## config.mk

```make
export PLATFORM = sky130hd
export DESIGN_NAME = irq_bank
export DESIGN_NICKNAME = d
export VERILOG_FILES = /design/src/rtl/irq_bank_pkg.sv /design/src/rtl/irq_addr_decode.sv /design/src/rtl/irq_mask_reg.sv /design/src/rtl/irq_status_reg.sv /design/src/rtl/irq_bank.sv
export SDC_FILE = /design/constraint.sdc
export NUM_CORES = 1
export LEC_CHECK = 0
export ABC_AREA = 1
export BUFFER_PORTS_ARGS = -buffer_cell sky130_fd_sc_hd__clkbuf_2
export CAP_MARGIN = 30
export CORE_AREA = 4 4 92 94
export DETAILED_ROUTE_END_ITERATION = 8
export DIE_AREA = 0 0 96 98
export HOLD_SLACK_MARGIN = 0.1
export SYNTH_ARGS = -nofsm -noshare
export SYNTH_HDL_FRONTEND = slang
export SYNTH_SLANG_ARGS = --single-unit
```

## constraint.sdc

```tcl
create_clock -name clk -period 1.9 [get_ports clk]
set_input_delay 0.57 -clock clk [delete_from_list [all_inputs] [get_ports clk]]
set_output_delay 0.57 -clock clk [all_outputs]
set_load 0.05 [all_outputs]
```

## src/rtl/irq_bank_pkg.sv

```systemverilog
package irq_bank_pkg;
   // fixed source positions
   parameter int SRC_RX_TRIG  = 0;
   parameter int SRC_RX_EMPTY = 1;
   parameter int SRC_RX_FULL  = 2;
   parameter int SRC_TX_EMPTY = 3;
   parameter int SRC_TX_FULL  = 4;
   parameter int SRC_RX_OVR   = 5;
   parameter int SRC_FRAME    = 6;
   parameter int SRC_PARITY   = 7;
   parameter int SRC_RX_TOUT  = 8;
   parameter int SRC_MODEM    = 9;
   parameter int SRC_TX_TRIG  = 10;
   parameter int SRC_TX_AFULL = 11;
   parameter int SRC_TX_OVR   = 12;
   parameter int SRC_COUNT    = 13;

   typedef enum logic [1:0] {
      SEL_ZERO = 2'd0,
      SEL_MASK = 2'd1,
      SEL_STAT = 2'd2
   } rd_sel_e;
endpackage

```

## src/rtl/irq_addr_decode.sv

```systemverilog
module irq_addr_decode
   import irq_bank_pkg::*;
#(
   parameter int ADDR_W = 8,
   parameter int NUM_SRC = 13,
   parameter logic [ADDR_W-1:0] OFS_SET  = 'h08,
   parameter logic [ADDR_W-1:0] OFS_CLR  = 'h0C,
   parameter logic [ADDR_W-1:0] OFS_MASK = 'h10,
   parameter logic [ADDR_W-1:0] OFS_STAT = 'h14
) (
   input  logic               wr_en,
   input  logic [ADDR_W-1:0]  wr_addr,
   input  logic [NUM_SRC-1:0] wr_bits,
   input  logic [ADDR_W-1:0]  rd_addr,
   output logic [NUM_SRC-1:0] mask_set,
   output logic [NUM_SRC-1:0] mask_clr,
   output logic [NUM_SRC-1:0] stat_clr,
   output rd_sel_e            rd_sel
);
   always_comb begin
      mask_set = '0;
      mask_clr = '0;
      stat_clr = '0;
      if (wr_en) begin
         if (wr_addr == OFS_SET) mask_set = wr_bits;
         if (wr_addr == OFS_CLR) mask_clr = wr_bits;
         if (wr_addr == OFS_STAT) stat_clr = wr_bits;
      end
   end

   always_comb begin
      if (rd_addr == OFS_MASK)      rd_sel = SEL_MASK;
      else if (rd_addr == OFS_STAT) rd_sel = SEL_STAT;
      else                          rd_sel = SEL_ZERO;
   end
endmodule

```

## src/rtl/irq_mask_reg.sv

```systemverilog
module irq_mask_reg #(
   parameter int NUM_SRC = 13
) (
   input  logic               clk,
   input  logic               rst_n,
   input  logic [NUM_SRC-1:0] set_bits,
   input  logic [NUM_SRC-1:0] clr_bits,
   output logic [NUM_SRC-1:0] mask_q
);
   always_ff @(posedge clk or negedge rst_n) begin
      if (!rst_n) mask_q <= '0;
      else        mask_q <= (mask_q | set_bits) & ~clr_bits;
   end
endmodule

```

## src/rtl/irq_status_reg.sv

```systemverilog
module irq_status_reg #(
   parameter int NUM_SRC = 13
) (
   input  logic               clk,
   input  logic               rst_n,
   input  logic [NUM_SRC-1:0] evt,
   input  logic [NUM_SRC-1:0] clr_bits,
   output logic [NUM_SRC-1:0] stat_q
);
   for (genvar i = 0; i < NUM_SRC; i++) begin : g_bit
      always_ff @(posedge clk or negedge rst_n) begin
         if (!rst_n)      stat_q[i] <= 1'b0;
         else if (evt[i]) stat_q[i] <= 1'b1;
         else if (clr_bits[i]) stat_q[i] <= 1'b0;
      end
   end
endmodule

```

## src/rtl/irq_bank.sv

```systemverilog
module irq_bank
   import irq_bank_pkg::*;
#(
   parameter int NUM_SRC = 13,
   parameter int ADDR_W  = 8,
   parameter int DATA_W  = 32,
   parameter bit REG_IRQ = 1'b1,
   parameter logic [ADDR_W-1:0] OFS_SET  = 'h08,
   parameter logic [ADDR_W-1:0] OFS_CLR  = 'h0C,
   parameter logic [ADDR_W-1:0] OFS_MASK = 'h10,
   parameter logic [ADDR_W-1:0] OFS_STAT = 'h14
) (
   input  logic               clk,
   input  logic               rst_n,
   input  logic               wr_en,
   input  logic [ADDR_W-1:0]  wr_addr,
   input  logic [DATA_W-1:0]  wr_data,
   input  logic [ADDR_W-1:0]  rd_addr,
   output logic [DATA_W-1:0]  rd_data,
   input  logic [NUM_SRC-1:0] evt,
   output logic               irq
);
   localparam int PAD_W = DATA_W - NUM_SRC;

   if (NUM_SRC > DATA_W) begin : g_chk_width
      $error("irq_bank: NUM_SRC exceeds DATA_W");
   end
   if (OFS_SET == OFS_CLR || OFS_SET == OFS_STAT || OFS_CLR == OFS_STAT
       || OFS_MASK == OFS_STAT || OFS_MASK == OFS_SET || OFS_MASK == OFS_CLR) begin : g_chk_ofs
      $error("irq_bank: register offsets collide");
   end

   logic [NUM_SRC-1:0] mask_set, mask_clr, stat_clr;
   logic [NUM_SRC-1:0] mask_q, stat_q;
   rd_sel_e            rd_sel;
   logic               irq_raw;

   if (PAD_W > 0) begin : g_unused_hi
      logic unused_wr_hi;
      assign unused_wr_hi = ^wr_data[DATA_W-1:NUM_SRC];
   end

   irq_addr_decode #(
      .ADDR_W(ADDR_W), .NUM_SRC(NUM_SRC),
      .OFS_SET(OFS_SET), .OFS_CLR(OFS_CLR),
      .OFS_MASK(OFS_MASK), .OFS_STAT(OFS_STAT)
   ) u_dec (
      .wr_en    (wr_en),
      .wr_addr  (wr_addr),
      .wr_bits  (wr_data[NUM_SRC-1:0]),
      .rd_addr  (rd_addr),
      .mask_set (mask_set),
      .mask_clr (mask_clr),
      .stat_clr (stat_clr),
      .rd_sel   (rd_sel)
   );

   irq_mask_reg #(.NUM_SRC(NUM_SRC)) u_mask (
      .clk      (clk),
      .rst_n    (rst_n),
      .set_bits (mask_set),
      .clr_bits (mask_clr),
      .mask_q   (mask_q)
   );

   irq_status_reg #(.NUM_SRC(NUM_SRC)) u_stat (
      .clk      (clk),
      .rst_n    (rst_n),
      .evt      (evt),
      .clr_bits (stat_clr),
      .stat_q   (stat_q)
   );

   always_comb begin
      rd_data = '0;
      case (rd_sel)
         SEL_MASK: rd_data[NUM_SRC-1:0] = mask_q;
         SEL_STAT: rd_data[NUM_SRC-1:0] = stat_q;
         default:  rd_data = '0;
      endcase
   end

   assign irq_raw = |(stat_q & mask_q);

   if (REG_IRQ) begin : g_irq_reg
      always_ff @(posedge clk or negedge rst_n) begin
         if (!rst_n) irq <= 1'b0;
         else        irq <= irq_raw;
      end
   end else begin : g_irq_comb
      assign irq = irq_raw;
   end
endmodule

```

; ---- Word level (Yosys, flattened, before mapping)
; Index checks and enable logic that the tools add are counted.
[op_classes]
n_bitwise = 4
n_eq_ne = 7
n_mux = 35
n_reduce_logical = 14
[op_table]
columns = op, count
row1 = 2-to-1 mux 13 bit, 6
row2 = AND 13 bit, 2
row3 = 2-to-1 mux 1 bit, 26
row4 = one-hot mux 13 bit (2 select lines), 1
row5 = nonzero test 2 bit, 13
row6 = "equality test 8 x 5 -> 1 bit, second input constant", 3
row7 = "equality test 8 x 4 -> 1 bit, second input constant", 2
row8 = inverter 13 bit, 1
row9 = OR 13 bit, 1
row10 = OR reduction 13 bit, 1
row11 = 2-to-1 mux 2 bit, 2
row12 = "equality test 2 x 1 -> 1 bit, second input constant", 1
row13 = "equality test 2 bit, second input constant", 1
[totals]
in_bits = 64
word_cells = 75
reg_bits = 27

; ---- Logic depth before layout (Yosys ltp)
[depth]
word_depth = 5
depth_mapped = 7
depth_no_buf = 6

; ---- By module
; Synthesis repeated with hierarchy kept, for this count alone.
[unflattened]
cells_unflattened = 287
hier_area_um2 = 1865.5
[by_module_without_submodules]
columns = mod, seq_area_each_um2, n_inst, cells_per_inst, area_each_um2
row1 = irq_bank, 25.0, 1, 95, 540.5
row2 = irq_status_reg, 325.3, 1, 65, 520.5
row3 = irq_mask_reg, 325.3, 1, 39, 422.9
row4 = irq_addr_decode, 0.0, 1, 88, 381.6

; ---- Worst setup path after synthesis
; OpenSTA, ideal clock, no wires.
[synth_path]
path_kind = input-to-output
from = in rd_addr[5]
to = out rd_data[10]
required_ps = 1330
arrival_ps = 1489
stages = 6
path_slack_ps = -159
n_path_buf = 1
cell_sequence = nor2_1 nand4_1 nor2_2 buf_2 nand2_1 nand2_1
[synth_between]
elab_chain_len = 5
word_cells_on_any_way = 7
[synth_lines]
columns = element, line
row1 = from (decl), irq_bank.sv:18  ; input logic [ADDR_W-1:0] rd_addr,
row2 = equality test 8 x 5 -> 1 bit, irq_addr_decode.sv:33  ; else if (rd_addr == OFS_STAT) rd_sel = SEL_STAT;
row3 = 2-to-1 mux 2 bit, irq_addr_decode.sv:33
row4 = 2-to-1 mux 2 bit (*), irq_addr_decode.sv:32  ; if (rd_addr == OFS_MASK) rd_sel = SEL_MASK;
row5 = equality test 2 bit or equality test 2 x 1 -> 1 bit (tied branches), irq_bank.sv:76  ; case (rd_sel)
row6 = one-hot mux 13 bit (2 select lines) (*), irq_bank.sv:76
row7 = to (decl), irq_bank.sv:19  ; output logic [DATA_W-1:0] rd_data,
; Every way passes the cells marked *; elsewhere a longest branch is shown, timed or not.

; ---- Final worst setup path
[layout_path]
from = in rd_addr[1]
to = out rd_data[1]
; Same word-level chain as after synthesis.

==> summary.md <==
| Metric | Value |
|---|---|
| Final RePlAce weighted congestion | `0.760` |
| Fmax | `485 MHz` |
| Post-synth top area share | `37.4%` |
| Global-route usage over all layers | `10.7%` |
| Clock transition at path regs | `0.09 ns` |
| Routed Antenna Nets | `0` |
| Top post-synthesis cells by area | `dfrtp_1 37%, nand2_1 17%, nand3_1 11%` |
| Post-CTS Hold Fix Bufs | `0` |
| Chip Height | `98 microns` |
| Post-synth top flop | `dfrtp_1` |
| Seq pwr share | `51.0%` |
| # nets final | `394` |
| Sequential-to-total area share from yosys stat | `37.4%` |
| M3 GR Usage | `2.54%` |
| Combinational power share | `21.1%` |
| Final Cell Area | `2500 sq um` |
| Unique masters post-synth | `17` |
| Clock sinks | `27` |
| CTS buffer count | `3` |
| Synth Warn # | `0` |
| Internal power | `0.807 mW` |
| FFs w/ async S/R, synth | `100%` |
| Worst setup EP type | `output port` |
| CTS tree | `built` |
| Final WL | `4850 microns` |
| Count of state elements after synthesis | `27` |
| Slew Limit Fails | `0` |
| Die area | `9410 sq um` |
| Worst Tran Pin Value | `0.706 ns` |
| CTS HTree Levels | `1` |
| IO Count | `97` |
| Fill cells | `845` |
| Antenna Cells | `0` |
| Final min period | `2.06 ns` |
| P_leak | `1.43 nW` |
| Row count | `32` |
| Vias per Instance | `4.02` |
| Multi-input gate area | `903 sq um` |
| Number of global-route vias before repair | `1,763` |
| Fin worst setup slack | `-0.160 ns` |
| RSZ-0062 raised after global routing | `yes` |
| Clock Tree Root | `clkbuf_8` |
| Pwr Density | `468 nW/um^2` |
| Post-synth EDFFs | `0` |
| Drt pass-1 iters | `4` |
| Max-capacitance violation count | `0` |
| Final Skew | `0.00507 ns` |
| Layout cells sized above 1 | `28.3%` |
| Final Cycle Share | `108%` |
| Slew headroom | `53.0%` |
| Final Total Pwr | `1.17 mW` |
| Syn avg cell area | `6.66 sq um` |
| Post-Place Cell Area | `2440 sq um` |
| Global route overflow | `0` |
| Register area | `676 sq um` |
| Detailed-route DRC error count | `0` |
| Endpoints failing setup | `13` |
| Max Buffers Root-to-Sink | `2` |
| Number of port buffers | `58` |
| CP arrival | `1.49 ns` |
| Clk pwr share | `27.9%` |
| Met1 Resource Use GR | `13.2%` |
| Synth Cell Area | `1800 sq um` |
| Final Util | `32.7%` |
| P&R area growth vs syn | `38.8%` |
| CP Launch Type | `input port` |
| Pin count of the biggest net entering global routing | `28` |
| First-pass GRT wire length | `8000 microns` |
| Status | `finished with violations` |
| Antenna violations before repair | `0` |
| Fin. Hold Viols | `0` |
| Fin Hold WS | `0.334 ns` |
| Met2 GRT Util | `19.2%` |
| Synth cell count leaders | `83 x nand2_1, 47 x inv_1, 39 x nand3_1` |
| Drt initial violations | `100` |
| Core Region | `7650 sq um` |
| Synthesized instance count | `271` |
| Failing checks | `negative setup slack` |
| Pre-CTS WS | `-0.174 ns` |
| Die Wd | `96 microns` |
| Routed len/inst | `11.2 microns` |
| Area leader, netlist | `dfrtp_1` |
| Initial Util | `23.6%` |
| Dpl hpwl | `3670 microns` |
| Switching Fraction | `31.2%` |
| WS Path Type | `in2out` |
| Critical Path RT | `1.33 ns` |
| Max VDD drop | `214 uV` |
| P_sw | `0.365 mW` |
| Vias post-DR | `1,732` |
| Clk_lat worst skew | `0.27 ns` |
| Worst min path class | `in2async` |
| Busiest grt layer | `met2` |
| Worst Path Max Fanout | `13` |
| Count leader, synth | `nand2_1` |
cells by family (layout without fill, tap and decap cells):
group	count (synthesis)	in the layout	share of synthesized area [%]
and+or+nand+nor	152	152	37.1
other	1	19	0.208
buffers and inverters	77	117	21.4
AOI/OAI and AO/OA	14	14	3.88
DFF	27	27	37.4
flip-flops by register name, summed over array words and instances (netlist names):
register       flops
irq                1
u_mask.mask_q     13
u_stat.stat_q     13
metal layers:
layer | wire length [microns] | share of wire [%]
met4 | 18 | 0.37
met3 | 391 | 8.1
met1 | 1950 | 40
met5 | 0 | 0
met2 | 2480 | 51
path summary, 6_finish.rpt:
check,startpoint,endpoint,slack (ns),cells after the start
setup reg to reg,u_stat.stat_q[9],irq,0.95,4
max in group asynchronous,rst_n,u_mask.mask_q[2],1.12,1
hold reg to reg,u_stat.stat_q[1],u_stat.stat_q[1],0.51,2
min in group clk,evt[10],u_stat.stat_q[10],0.47,3
hold / removal,rst_n,u_stat.stat_q[7],0.33,1
setup / recovery,rd_addr[1],rd_data[1],-0.16,7
layout by cell type (no fill, tap or decap):
| master | n |
|---|---|
| nand2_2 | 9 |
| buf_12 | 16 |
| nor3_2 | 1 |
| conb_1 | 19 |
| nand2_1 | 67 |
| clkbuf_2 | 45 |
| nand2_4 | 10 |
| a21oi_1 | 14 |
| nor2_2 | 3 |
| and3_1 | 2 |
| nand3_1 | 39 |
| clkbuf_8 | 3 |
| dfrtp_1 | 27 |
| inv_1 | 47 |
| clkbuf_1 | 1 |
| nand4_1 | 4 |
| inv_2 | 2 |
| nor2_8 | 1 |
| buf_4 | 3 |
| nor2_1 | 16 |
through the flow:
step	cells	TNS, ns
floorplan	289	0
global placement	427	-2.06
detailed placement	427	-2.03
CTS	431	-1.97
global route	431	-2.88
finish	431	-1.82
layout make-up:
type / instances / share of cell area, %
Sequential cell: 27 / 27.0
Multi-Input combinational cell: 185 / 36.1
Timing Repair Buffer: 64 / 22.7
Inverter: 49 / 7.35
Tap cell: 102 / 5.10
Clock buffer: 4 / 1.80
power groups by stage:
stage / logic [mW] / clock network, mW / registers [mW]
2_1_floorplan: 0.192 / 0 / 0.607
3_3_place_gp: 0.246 / 0 / 0.608
3_5_place_dp: 0.249 / 0 / 0.609
4_1_cts: 0.251 / 0.346 / 0.598
5_1_grt: 0.273 / 0.373 / 0.600
6_report: 0.248 / 0.327 / 0.598
worst max-delay path: stages:
cell      delay, ns
clkbuf_2       0.08
nor2_1         0.11
and3_1         0.22
buf_12         0.15
nand3_1        0.12
nand2_4        0.11
buf_12         0.13
repair_timing:
action                                  4_1_cts  5_1_grt
endpoints found under the hold margin         0        0
endpoints found under the setup margin       13       13
setup buffers                                 0        0
gates resized for setup                       7        0
pin swaps                                     1        0
Power figures use the tool's default switching activity.
